`config.mk`:
```
export PLATFORM = sky130hd
export DESIGN_NAME = ir_rx_fifo_irq
export DESIGN_NICKNAME = d
export VERILOG_FILES = /design/src/rtl/ir_rx_pkg.sv /design/src/rtl/rx_byte_fifo.sv /design/src/rtl/rx_event_flags.sv /design/src/rtl/rx_reg_port.sv /design/src/rtl/ir_rx_fifo_irq.sv
export SDC_FILE = /design/constraint.sdc
export NUM_CORES = 1
export LEC_CHECK = 0
export BUFFER_PORTS_ARGS = -buffer_cell sky130_fd_sc_hd__buf_2
export CAP_MARGIN = 40
export CORE_MARGIN = 5
export CORE_UTILIZATION = 33
export DETAILED_ROUTE_END_ITERATION = 6
export GPL_ROUTABILITY_DRIVEN = 0
export RECOVER_POWER = 25
export SETUP_SLACK_MARGIN = 0.05
export SLEW_MARGIN = 20
export SYNTH_ARGS = -nofsm -noshare
export SYNTH_HDL_FRONTEND = slang
export SYNTH_SLANG_ARGS = --single-unit
```
`constraint.sdc`:
```
create_clock -name clk -period 3.5 [get_ports clk]
set_input_delay 0.175 -clock clk [delete_from_list [all_inputs] [get_ports clk]]
set_output_delay 0.175 -clock clk [all_outputs]
set_load 0.1 [all_outputs]
```
`src/rtl/ir_rx_pkg.sv`:
```
package ir_rx_pkg;
  localparam int ADDR_W = 2;
  localparam logic [ADDR_W-1:0] A_DATA = 2'd0;
  localparam logic [ADDR_W-1:0] A_IEN  = 2'd1;
  localparam logic [ADDR_W-1:0] A_STAT = 2'd2;

  // event index order inside flag vectors
  localparam int N_EVT   = 3;
  localparam int EVT_OVF = 0;
  localparam int EVT_PKT = 1;
  localparam int EVT_AVL = 2;

  // lowest bit of the level / count fields in the register words
  localparam int FLD_LSB = 8;

  // bit position of an event in the enable and status words
  function automatic int evt_bit(input int e);
    case (e)
      EVT_OVF: return 0;
      EVT_PKT: return 1;
      default: return 4;
    endcase
  endfunction
endpackage

```
`src/rtl/rx_byte_fifo.sv`:
```
module rx_byte_fifo #(
  parameter int DEPTH  = 16,
  parameter int DATA_W = 8,
  localparam int PTR_W = $clog2(DEPTH),
  localparam int CNT_W = $clog2(DEPTH) + 1
) (
  input  logic              clk,
  input  logic              rst_n,
  input  logic              push,
  input  logic [DATA_W-1:0] push_data,
  input  logic              pop,
  output logic [DATA_W-1:0] head_data,
  output logic [CNT_W-1:0]  count,
  output logic              drop
);
  localparam logic [CNT_W-1:0] FULL_CNT = CNT_W'(DEPTH);
  localparam logic [PTR_W-1:0] LAST_PTR = PTR_W'(DEPTH - 1);

  logic [DATA_W-1:0] store [DEPTH];
  logic [PTR_W-1:0]  wr_ptr, rd_ptr;
  logic              full, empty, do_push, do_pop;

  assign full    = (count == FULL_CNT);
  assign empty   = (count == '0);
  assign do_push = push && !full;
  assign do_pop  = pop && !empty;
  assign drop    = push && full;
  assign head_data = empty ? '0 : store[rd_ptr];

  always_ff @(posedge clk) begin
    if (do_push) store[wr_ptr] <= push_data;
  end

  always_ff @(posedge clk or negedge rst_n) begin
    if (!rst_n) begin
      wr_ptr <= '0;
      rd_ptr <= '0;
      count  <= '0;
    end else begin
      if (do_push) wr_ptr <= (wr_ptr == LAST_PTR) ? '0 : wr_ptr + 1'b1;
      if (do_pop)  rd_ptr <= (rd_ptr == LAST_PTR) ? '0 : rd_ptr + 1'b1;
      case ({do_push, do_pop})
        2'b10:   count <= count + 1'b1;
        2'b01:   count <= count - 1'b1;
        default: count <= count;
      endcase
    end
  end

  AST_FULL_DROP: assert property (@(posedge clk) disable iff (!rst_n)
    (push && full && !pop) |=> (count == FULL_CNT));
  AST_EMPTY_READ: assert property (@(posedge clk) disable iff (!rst_n)
    (pop && empty && !push) |=> (count == '0) && $stable(rd_ptr));
  AST_COUNT_BOUND: assert property (@(posedge clk) disable iff (!rst_n)
    count <= FULL_CNT);
endmodule

```
`src/rtl/rx_event_flags.sv`:
```
module rx_event_flags
  import ir_rx_pkg::*;
#(
  parameter int LVL_W = 4,
  parameter int CNT_W = 5
) (
  input  logic             clk,
  input  logic             rst_n,
  input  logic             ovf_evt,
  input  logic             pkt_evt,
  input  logic [CNT_W-1:0] count,
  input  logic [LVL_W-1:0] level,
  input  logic [N_EVT-1:0] clr,
  input  logic [N_EVT-1:0] ien,
  output logic [N_EVT-1:0] flags,
  output logic             irq
);
  logic [N_EVT-1:0] set;
  logic             above;

  assign above        = (count > CNT_W'(level));
  assign set[EVT_OVF] = ovf_evt;
  assign set[EVT_PKT] = pkt_evt;
  assign set[EVT_AVL] = above;

  for (genvar e = 0; e < N_EVT; e++) begin : g_flag
    always_ff @(posedge clk or negedge rst_n) begin
      if (!rst_n)      flags[e] <= 1'b0;
      else if (set[e]) flags[e] <= 1'b1;
      else if (clr[e]) flags[e] <= 1'b0;
    end
  end

  assign irq = |(flags & ien);

  AST_OVF_STICKS: assert property (@(posedge clk) disable iff (!rst_n)
    ovf_evt |=> flags[EVT_OVF]);
  AST_PKT_STICKS: assert property (@(posedge clk) disable iff (!rst_n)
    pkt_evt |=> flags[EVT_PKT]);
  AST_AVL_TRIGGER: assert property (@(posedge clk) disable iff (!rst_n)
    (count > CNT_W'(level)) |=> flags[EVT_AVL]);
  AST_IRQ_MASKED: assert property (@(posedge clk) disable iff (!rst_n)
    (ien == '0) |-> !irq);
endmodule

```
`src/rtl/rx_reg_port.sv`:
```
module rx_reg_port
  import ir_rx_pkg::*;
#(
  parameter int REG_W  = 32,
  parameter int DATA_W = 8,
  parameter int LVL_W  = 4,
  parameter int CNT_W  = 5
) (
  input  logic              clk,
  input  logic              rst_n,
  input  logic              reg_wr,
  input  logic              reg_rd,
  input  logic [ADDR_W-1:0] reg_addr,
  input  logic [REG_W-1:0]  reg_wdata,
  output logic [REG_W-1:0]  reg_rdata,
  input  logic [DATA_W-1:0] head_data,
  input  logic [CNT_W-1:0]  count,
  input  logic [N_EVT-1:0]  flags,
  output logic              pop,
  output logic [N_EVT-1:0]  clr,
  output logic [N_EVT-1:0]  ien,
  output logic [LVL_W-1:0]  level
);
  logic wr_ien, wr_stat;
  logic unused_wbits;

  assign wr_ien  = reg_wr && (reg_addr == A_IEN);
  assign wr_stat = reg_wr && (reg_addr == A_STAT);
  assign pop     = reg_rd && (reg_addr == A_DATA);
  assign unused_wbits = ^reg_wdata;

  for (genvar e = 0; e < N_EVT; e++) begin : g_evt
    assign clr[e] = wr_stat && reg_wdata[evt_bit(e)];
    always_ff @(posedge clk or negedge rst_n) begin
      if (!rst_n)      ien[e] <= 1'b0;
      else if (wr_ien) ien[e] <= reg_wdata[evt_bit(e)];
    end
  end

  always_ff @(posedge clk or negedge rst_n) begin
    if (!rst_n)      level <= '0;
    else if (wr_ien) level <= reg_wdata[FLD_LSB +: LVL_W];
  end

  always_comb begin
    reg_rdata = '0;
    case (reg_addr)
      A_DATA: reg_rdata[DATA_W-1:0] = head_data;
      A_IEN: begin
        for (int e = 0; e < N_EVT; e++) reg_rdata[evt_bit(e)] = ien[e];
        reg_rdata[FLD_LSB +: LVL_W] = level;
      end
      A_STAT: begin
        for (int e = 0; e < N_EVT; e++) reg_rdata[evt_bit(e)] = flags[e];
        reg_rdata[FLD_LSB +: CNT_W] = count;
      end
      default: reg_rdata = '0;
    endcase
  end
endmodule

```
`src/rtl/ir_rx_fifo_irq.sv`:
```
module ir_rx_fifo_irq
  import ir_rx_pkg::*;
#(
  parameter int DEPTH  = 16,
  parameter int DATA_W = 8,
  parameter int REG_W  = 32
) (
  input  logic              clk,
  input  logic              rst_n,
  input  logic              in_valid,
  output logic              in_ready,
  input  logic [DATA_W-1:0] in_data,
  input  logic              in_pkt_end,
  input  logic              reg_wr,
  input  logic              reg_rd,
  input  logic [1:0]        reg_addr,
  input  logic [REG_W-1:0]  reg_wdata,
  output logic [REG_W-1:0]  reg_rdata,
  output logic              irq
);
  localparam int LVL_W = $clog2(DEPTH);
  localparam int CNT_W = $clog2(DEPTH) + 1;

  logic [DATA_W-1:0] head_data;
  logic [CNT_W-1:0]  count;
  logic              drop, pop;
  logic [N_EVT-1:0]  flags, clr, ien;
  logic [LVL_W-1:0]  level;

  assign in_ready = 1'b1;

  rx_byte_fifo #(.DEPTH(DEPTH), .DATA_W(DATA_W)) u_fifo (
    .clk(clk), .rst_n(rst_n),
    .push(in_valid), .push_data(in_data), .pop(pop),
    .head_data(head_data), .count(count), .drop(drop)
  );

  rx_event_flags #(.LVL_W(LVL_W), .CNT_W(CNT_W)) u_flags (
    .clk(clk), .rst_n(rst_n),
    .ovf_evt(drop), .pkt_evt(in_pkt_end),
    .count(count), .level(level), .clr(clr), .ien(ien),
    .flags(flags), .irq(irq)
  );

  rx_reg_port #(.REG_W(REG_W), .DATA_W(DATA_W), .LVL_W(LVL_W), .CNT_W(CNT_W)) u_regs (
    .clk(clk), .rst_n(rst_n),
    .reg_wr(reg_wr), .reg_rd(reg_rd), .reg_addr(reg_addr),
    .reg_wdata(reg_wdata), .reg_rdata(reg_rdata),
    .head_data(head_data), .count(count), .flags(flags),
    .pop(pop), .clr(clr), .ien(ien), .level(level)
  );

  AST_READY_HIGH: assert property (@(posedge clk) disable iff (!rst_n)
    in_ready);
endmodule

```
After elaboration in Yosys (flattened, before gate mapping)
Memories as Yosys holds them, arrays and structs flattened.
Cells that the tools add are included.

word-level totals
  RAM bits = 128
  register bits = 23
  word-level logic and storage cells = 98
  memories = 1

cells by class
  order comparisons = 13
  eq/ne operators = 7
  mux-type cells = 36
  bitwise operators = 3
  $add $sub $neg = 4
  reductions and logical operators = 24

memory list
  name          depth  bits a word  read ports  clocked after memory_dff  write ports  line                source
  u_fifo.store  16     8            1           0                         1            rx_byte_fifo.sv:19  logic [DATA_W-1:0] store [DEPTH];

operator list
  operator               number
  $ge A32 B1 Y1 const B  6
  $lt A32 B7 Y1 const B  6
  $mux W32               6
  $bwmux W32             4
  $and A32 B32 Y32       2
  $pmux W24 S2           1
  $demux W1 S5           6
  $pmux W8 S3            1
  $logic_and A1 B1 Y1    15
  $mux W1                14
  $pmux W5 S2            1
  $add A4 B1 Y4 const B  2
  $eq A4 B4 Y1 const B   2
  $mux W4                2
  $mux W8                1
  $reduce_bool A2 Y1     4
  $add A5 B1 Y5 const B  1
  $eq A5 B5 Y1 const B   1
  $gt A5 B4 Y1           1
  $logic_not A5 Y1       1
  $sub A5 B1 Y5 const B  1
  $eq A2 B1 Y1 const B   2
  $eq A2 B2 Y1 const B   2
  $and A3 B3 Y3          1
  3 further kinds        4

Longest topological paths before layout
Gate-level depths: netlist of run 1.

  depth after elaboration = 10
  depth in mapped cells = 15
  depth with buffers taken out = 12

Hierarchy
From an unflattened synthesis of run 1, not the netlist that was laid out.

second synthesis, totals
  cell total of the unflattened synthesis = 404
  area, all modules = 6790.3 µm²

by module, submodules not included
  module          instances  cells each  area an instance (µm²)  sequential area each (µm²)
  rx_byte_fifo    1          310         5878.1                  4169.0
  rx_reg_port     1          67          670.6                   175.2
  rx_event_flags  1          25          230.2                   75.1
  ir_rx_fifo_irq  1          2           11.3                    0.0

Least setup slack after synthesis of run 1
Ideal clock, no wire load.

  kind = register -> output
  start point = register u_fifo.rd_ptr[2]
  end point = output reg_rdata[7]
  slack = 623 ps
  arrival = 2702 ps
  data required time = 3325 ps
  cell stages (with the launch flop) = 6
  cell sequence = dfrtp_1 > buf_2 > buf_1 > mux4_2 > mux2i_1 > o22ai_1

between the ends
  word-level cells in the longest chain between the ends = 3

RTL lines
  what                    line                  source
  from (decl)             rx_byte_fifo.sv:20    logic [PTR_W-1:0] wr_ptr, rd_ptr;
  from (signal assigned)  rx_byte_fifo.sv:41    if (do_pop) rd_ptr <= (rd_ptr == LAST_PTR) ? '0 : rd_ptr + 1'b1;
  $mem_v2 Z16 W8          --
  $mux W8                 rx_byte_fifo.sv:28    assign head_data = empty ? '0 : store[rd_ptr];
  $pmux W8 S3             rx_reg_port.sv:47     case (reg_addr)
  to (decl)               ir_rx_fifo_irq.sv:18  output logic [REG_W-1:0] reg_rdata,

No other way between the ends.

Final worst setup path of run 1
  start point = register u_fifo.rd_ptr[0]
  end point = output reg_rdata[3]

Same word-level chain as after synthesis.

==> results of run 1 <==
==> layer usage <==
| metal | part of all wire, % | vias to the layer above |
|---|---|---|
| met5 | 0 | - |
| met4 | 1.1 | 0 |
| met3 | 6.7 | 15 |
| met2 | 47 | 94 |
| met1 | 46 | 1756 |
| li1 | - | 1582 |
==> final timing paths <==
check / cells past startpoint / from / endpoint
setup / recovery: 5 / u_fifo.rd_ptr[0]$_DFFE_PN0P_ / reg_rdata[3]
hold / removal: 2 / reg_wdata[4] / u_regs.ien[2]$_DFFE_PN0P_
setup reg to reg: 12 / u_fifo.count[1]$_DFFE_PN0P_ / u_fifo.count[4]$_DFFE_PN0P_
hold reg to reg: 1 / u_flags.flags[1]$_DFFE_PN0P_ / u_flags.flags[1]$_DFFE_PN0P_
max in group asynchronous: 2 / rst_n / u_fifo.rd_ptr[0]$_DFFE_PN0P_
min in group asynchronous: 2 / rst_n / u_fifo.count[3]$_DFFE_PN0P_
==> synth_stat cells, types with 2 or more instances <==
| cell type | n | area (µm²) |
|---|---|---|
| ha_1 | 16 | 200.2 |
| edfxtp_1 | 128 | 3844 |
| mux4_2 | 32 | 720.7 |
| o22ai_1 | 4 | 25.02 |
| nand3_1 | 5 | 25.02 |
| o21ai_1 | 3 | 15.01 |
| xnor2_1 | 4 | 35.03 |
| mux2_2 | 9 | 101.4 |
| buf_6 | 2 | 22.52 |
| a21oi_1 | 5 | 25.02 |
| buf_2 | 8 | 40.04 |
| nor2_1 | 14 | 52.55 |
| a22oi_1 | 10 | 75.07 |
| mux2i_1 | 15 | 150.1 |
| o21ai_0 | 9 | 45.04 |
| xor2_1 | 4 | 35.03 |
| buf_4 | 24 | 180.2 |
| inv_1 | 11 | 41.29 |
| o22a_1 | 3 | 26.28 |
| and2_1 | 2 | 12.51 |
| dfrtp_1 | 23 | 575.6 |
| nand2_1 | 14 | 52.55 |
| a21o_1 | 5 | 37.54 |
| nand2b_1 | 4 | 25.02 |
| conb_1 | 2 | 7.510 |
| buf_1 | 2 | 7.510 |
| nor2b_1 | 6 | 37.54 |
| mux2_4 | 2 | 30.03 |
| nor3_1 | 5 | 25.02 |
| clkbuf_1 | 5 | 18.77 |
==> metrics by stage <==
step	hold WS, ns	cells
finish	0.01827	724
global route	0.01268	724
CTS	0.005227	720
detailed placement	0.1938	684
global placement	0.1756	678
floorplan	-0.1206	408
==> registers in the layout, indices dropped and copies added (netlist names) <==
| register | flops |
|---|---|
| u_flags.flags | 3 |
| u_fifo.rd_ptr | 4 |
| u_regs.ien | 3 |
| u_fifo.store | 128 |
| u_regs.level | 4 |
| u_fifo.count | 5 |
| u_fifo.wr_ptr | 4 |
==> power by group through the flow <==
stage / Sequential (mW) / Combinational, mW / Clock, mW
finish: 2.46 / 1.82 / 1.73
global route: 2.50 / 1.97 / 1.86
CTS: 2.46 / 1.84 / 1.78
detailed placement: 2.50 / 1.83 / 0
global placement: 2.52 / 1.72 / 0
floorplan: 2.29 / 1.60 / 0
==> cell type report <==
| cell class | count | area (µm²) |
|---|---|---|
| Inverter | 11 | 41.29 |
| Sequential cell | 151 | 4420 |
| Clock inverter | 12 | 128.9 |
| Fill cell | 1819 | 11880 |
| Timing Repair Buffer | 63 | 409.1 |
| Clock buffer | 18 | 429.2 |
| Multi-Input combinational cell | 204 | 1946 |
| Tap cell | 265 | 331.6 |
==> logic make-up after synthesis <==
kind of cell,after synthesis,share of synthesized area (%)
buffers and inverters,53,4.768
adder cells (fa/ha/maj),16,3.027
AND/OR/NAND/NOR,56,4.238
flip-flops,151,66.83
other,2,0.1136
XOR/XNOR,8,1.059
AO/OA/AOI/OAI,46,4.806
multiplexers,58,15.16
==> worst reg2reg max path, cell delays in order (launching register included) <==
cell and delay [ns]:
dfrtp_1 0.49, nor4_1 0.42, nand2_1 0.08, and2_1 0.25, inv_1 0.16, ha_1 0.37, xor2_1 0.19, ha_1 0.21
a21o_1 0.12, nand2_1 0.05, a21o_1 0.16, a21oi_1 0.15, xor2_1 0.16
==> timing repair <==
| action | in CTS | in global routing |
|---|---|---|
| hold endpoints to repair | 28 | 0 |
| setup endpoints to repair | 0 | 0 |
| gates resized for setup | 0 | 0 |
| hold buffers | 6 | 0 |
==> results_dict.tcl, run 1 <==
set metrics [dict create \
    p_comb_share_pct 30.3 \
    startpoint_type "register" \
    ys_ff_latch 151 \
    postCtsSetupRepairBufs 0 \
    power_leakage_nw 2.758 \
    p_total_mw 6.008 \
    critical_path_required_ns 3.32 \
    place_hpwl_mm 8.744 \
    syn2layout_area_growth_pct 16.54 \
    p_sw_mw 2.011 \
    dp_slack_ns 0.6372 \
    firstDrtPassIters 4 \
    finalSetupViolations 0 \
    period_share_pct 84.01 \
    cts_root_buffer "clkbuf_16" \
    fp.dieH_um 151.6 \
    cpLargestDelayFamily "flip-flops" \
    worst_pin_slew_ns 0.6907 \
    vdd_drop_max_uv 505.1 \
    syn-instance-count 390 \
    die_area_um2 22970 \
    cp_data_arrival_time_ns 2.77 \
    async_flop_share_pct 15.23 \
    placed_area_um2 7067 \
    busiest_layer "met2" \
    numCtsBuffers 17 \
    maxCapViolations 0 \
    yosysUniqueCellTypes 44 \
    hold_viol 0 \
    slowest_stage "dfrtp_2" \
    p_per_area_nw_per_um2 779.7 \
    grt_pass1_vias 3486 \
    totalWireLength_mm 13.06 \
    met3_usage_pct 3.986 \
    design_area_um2 7706 \
    drc 0 \
    fmax_mhz 340.1 \
    drv_slew 0 \
    seqPwrFrac_pct 40.9 \
    syn_area_um2 6613 \
    vias 3447 \
    synth_edf_count 128 \
    cp_cell_sequence "buf_4 -> mux4_2 -> mux2i_1 -> o22ai_1 -> buf_2" \
    grt_pass1_wl_mm 19.92 \
    grt_max_degree 31 \
    intPower_mw 3.997 \
    layout_commonest_cell "edfxtp_1" \
    vias_per_cell 4.761 \
    status "complete, no violations" \
    crit_type "register to primary output" \
    tns_ns 0 \
    diodes 0 \
    syn-mean-instance-area_um2 16.96 \
    drtIter0Drc 186 \
    utilization_pct 39.34 \
    clkPwrFrac_pct 28.8 \
    detail-route-antenna-nets 0 \
    antenna_found_initial 0 \
    path_clk_slew_ns 0.06 \
    cts_max_path_buffers 2 \
    max_stage_delay_ns 0.80 \
    fin_ws_ns 0.5598 \
    start_util_pct 33.75 \
    clock_latency_ns 0.42 \
    crit_buf_inv 2 \
    slew_headroom_pct 53.95 \
    die_w_um 151.6 \
    synth_ff_type "edfxtp_1" \
    use_met2_pct 18.29 \
    wl_per_cell_um 18.04 \
    crit_fanout 21 \
    switching_share_pct 33.47 \
    cts.htree.levels 4 \
    holdCritPathClass "input port to register" \
    critPathCaptureType "primary output" \
    mostFrequentLayoutCells "edfxtp_1 (128), mux4_2 (32), buf_2 (29), dfrtp_1 (22)" \
    overflow 0 \
    fin_crit_ns 2.940 \
    grtUsageMet1_pct 16.21 \
    clock-sinks 151 \
    grt_usage_pct 11.88 \
    drive_gt1_share_pct 27.23 \
    cts_tree "built" \
    ys_warn_count 0 \
    port_buffers 36 \
    io_pins 82 \
    core-area_um2 19590 \
    skew_ns 0.007998 \
    row_count 51 \
    rsz0062_at_grt "no" \
    synth_seq_area_share_pct 66.83 \
    final_nets 512 \
    r2r_setup_slack_ns 0.60 \
]
Power figures use the tool's default switching activity.
==> inputs of run 2 (changes only) <==
==> constraint.sdc (replaced) <==
create_clock -name clk -period 2.8 [get_ports clk]
set_input_delay 0.14 -clock clk [delete_from_list [all_inputs] [get_ports clk]]
set_output_delay 0.14 -clock clk [all_outputs]
set_load 0.1 [all_outputs]
==> run 2 against run 1 <==
Compared with the run above: clock skew shrank 0.0011 ns; die area did not move; combinational power rose by 37%; hold slack improved by 0.063 ns; sequential share of layout area shrank 1.2 points; critical path depth increased by 1; final area increased by 2.1%; worst setup slack worse by 0.36 ns; sequential cell count stayed put; largest power group unchanged.
==> results_dict.tcl, run 2 (same netlist as run 1, synthesis figures left out) <==
set metrics [dict create \
    layout_commonest_cell "edfxtp_1" \
    largest_register "u_fifo.store" \
    core-area_um2 19590 \
    diodes 0 \
    final_nets 521 \
    totalWireLength_mm 13.25 \
    drtIter0Drc 213 \
    drv_slew 0 \
    start_util_pct 33.75 \
    vias 3452 \
    vdd_drop_max_uv 490.4 \
    detail-route-antenna-nets 0 \
    cts_root_buffer "clkbuf_16" \
    slowest_stage "dfrtp_1" \
    cts.htree.levels 4 \
    grt_pass1_vias 3579 \
    largest_register_ffs 128 \
    p_total_mw 7.583 \
    final-instance-count-excl-fill 734 \
    p_per_area_nw_per_um2 964.0 \
    grt_pass1_wl_mm 20.33 \
    fmax_mhz 384.5 \
    critPathCaptureType "primary output" \
    holdPathStages 3 \
    rr_startpoint "u_fifo.count[1]$_DFFE_PN0P_" \
    r2r_cells 10 \
    placed_area_um2 7208 \
    worst_pin_slew_ns 0.6761 \
    slew_headroom_pct 54.93 \
    io_pins 82 \
    numCtsBuffers 17 \
    drive_gt1_share_pct 28.57 \
    fp.dieH_um 151.6 \
    clock_latency_ns 0.41 \
    rsz0062_at_grt "yes" \
    postCtsSetupRepairBufs 0 \
    finalSetupViolations 0 \
    status "complete, no violations" \
    r2r_setup_slack_ns 0.23 \
    cts_max_path_buffers 2 \
    worstReg2RegEnd "u_fifo.count[4]$_DFFE_PN0P_" \
    startpoint_type "register" \
    skew_ns 0.006886 \
    worstHoldStart "reg_wr" \
    crit_fanout 15 \
    cts_tree "built" \
    die_area_um2 22970 \
    path_clk_slew_ns 0.06 \
    max_stage_delay_ns 0.67 \
    syn2layout_area_growth_pct 18.96 \
    die_w_um 151.6 \
    power_leakage_nw 2.813 \
    drc 0 \
    cp_cell_sequence "buf_4 -> mux4_2 -> mux2i_1 -> o22a_1 -> o21ai_1 -> buf_4" \
    wl_per_cell_um 18.05 \
    whs_ns 0.08088 \
    path_common_cell "buf_4" \
    maxCapViolations 0 \
    numPlacedInstances 693 \
    holdPathEnd "u_flags.flags[1]$_DFFE_PN0P_" \
    crit_type "register to primary output" \
    firstDrtPassIters 4 \
    design_area_um2 7866 \
    fin_crit_ns 2.600 \
    overflow 0 \
    mostFrequentLayoutCells "edfxtp_1 (128), mux4_2 (32), buf_4 (24), buf_2 (21), dfrtp_1 (21)" \
    fillers 1805 \
    vias_per_cell 4.703 \
    port_buffers 36 \
    antenna_found_initial 0 \
    cp_data_arrival_time_ns 2.46 \
    place_hpwl_mm 8.886 \
    period_share_pct 92.87 \
    grt_max_degree 24 \
    critical_path_required_ns 2.66 \
    clock-sinks 151 \
    holdCritPathClass "input port to register" \
    row_count 51 \
    utilization_pct 40.15 \
    hold_viol 0 \
    grt_usage_pct 12.10 \
    reg_top3 "u_fifo.store (128), u_fifo.count (5)" \
]
run 2: cell count changes in the layout (fill, tap and decap cells not counted), moves of 2 or more:
cell / previous run / this run
buf_12: 0 / 6
clkinv_1: 1 / 3
buf_6: 0 / 2
buf_2: 29 / 21
buf_4: 20 / 24
dlygate4sd3_1: 6 / 10
clkbuf_4: 0 / 2
clkinvlp_4: 2 / 0
run 2: cell type report:
cell class                 instances  area [µm²]  share of cell area (%)
tap                              265       331.6                   4.215
inverter                          11       41.29                  0.5249
timing repair buffer              72       569.3                   7.237
multi-input combinational        204        1966                   24.99
clock inverter                    12       103.9                   1.320
clock buffer                      19       432.9                   5.503
sequential                       151        4422                   56.21
run 2: worst max path at each step:
stage                                      start                           to  slack [ns]
floorplan            u_fifo.count[2]$_DFFE_PN0P_                 reg_rdata[2]      -0.002
global placement     u_fifo.count[1]$_DFFE_PN0P_  u_fifo.count[4]$_DFFE_PN0P_        0.26
detailed placement   u_fifo.count[1]$_DFFE_PN0P_  u_fifo.count[4]$_DFFE_PN0P_        0.26
CTS                  u_fifo.count[3]$_DFFE_PN0P_                 reg_rdata[1]        0.05
global route        u_fifo.rd_ptr[2]$_DFFE_PN0P_                 reg_rdata[4]        0.02
finish              u_fifo.rd_ptr[2]$_DFFE_PN0P_                 reg_rdata[4]        0.20
run 2: metal layers:
| layer | wire length [µm] | vias up | part of all wire, % | global-route usage [%] |
|---|---|---|---|---|
| met5 | 0 | - | 0 | 0 |
| met4 | 87 | 0 | 0.66 | 3.055 |
| met3 | 796 | 9 | 6.0 | 3.272 |
| met2 | 6482 | 90 | 49 | 20.27 |
| met1 | 5885 | 1749 | 44 | 15.67 |
| li1 | - | 1604 | - | - |
run 2: repair_timing:
item | in CTS | in global routing
resized for setup | 2 | 8
hold buffers | 10 | 0
endpoints found under the setup margin | 3 | 5
hold endpoints to repair | 32 | 0
gates cloned | 0 | 0
run 2: worst max-delay path, delay by kind of cell (launching register included):
kind / cells / cell delay, ns
flops: 1 / 0.67
compound gates: 2 / 0.25
buf+inv: 2 / 0.62
mux: 2 / 0.51
run 2: through the flow:
step,setup TNS [ns],setup slack [ns]
2_1_floorplan,-0.007480,-0.002493
3_3_place_gp,0,0.2646
3_5_place_dp,0,0.2553
4_1_cts,0,0.05318
5_1_grt,0,0.01965
6_report,0,0.1996
run 2: report_power, final:
part | internal [mW] | switching (mW)
Combinational | 1.08 | 1.41
Clock | 1.22 | 0.869
Sequential | 2.73 | 0.281
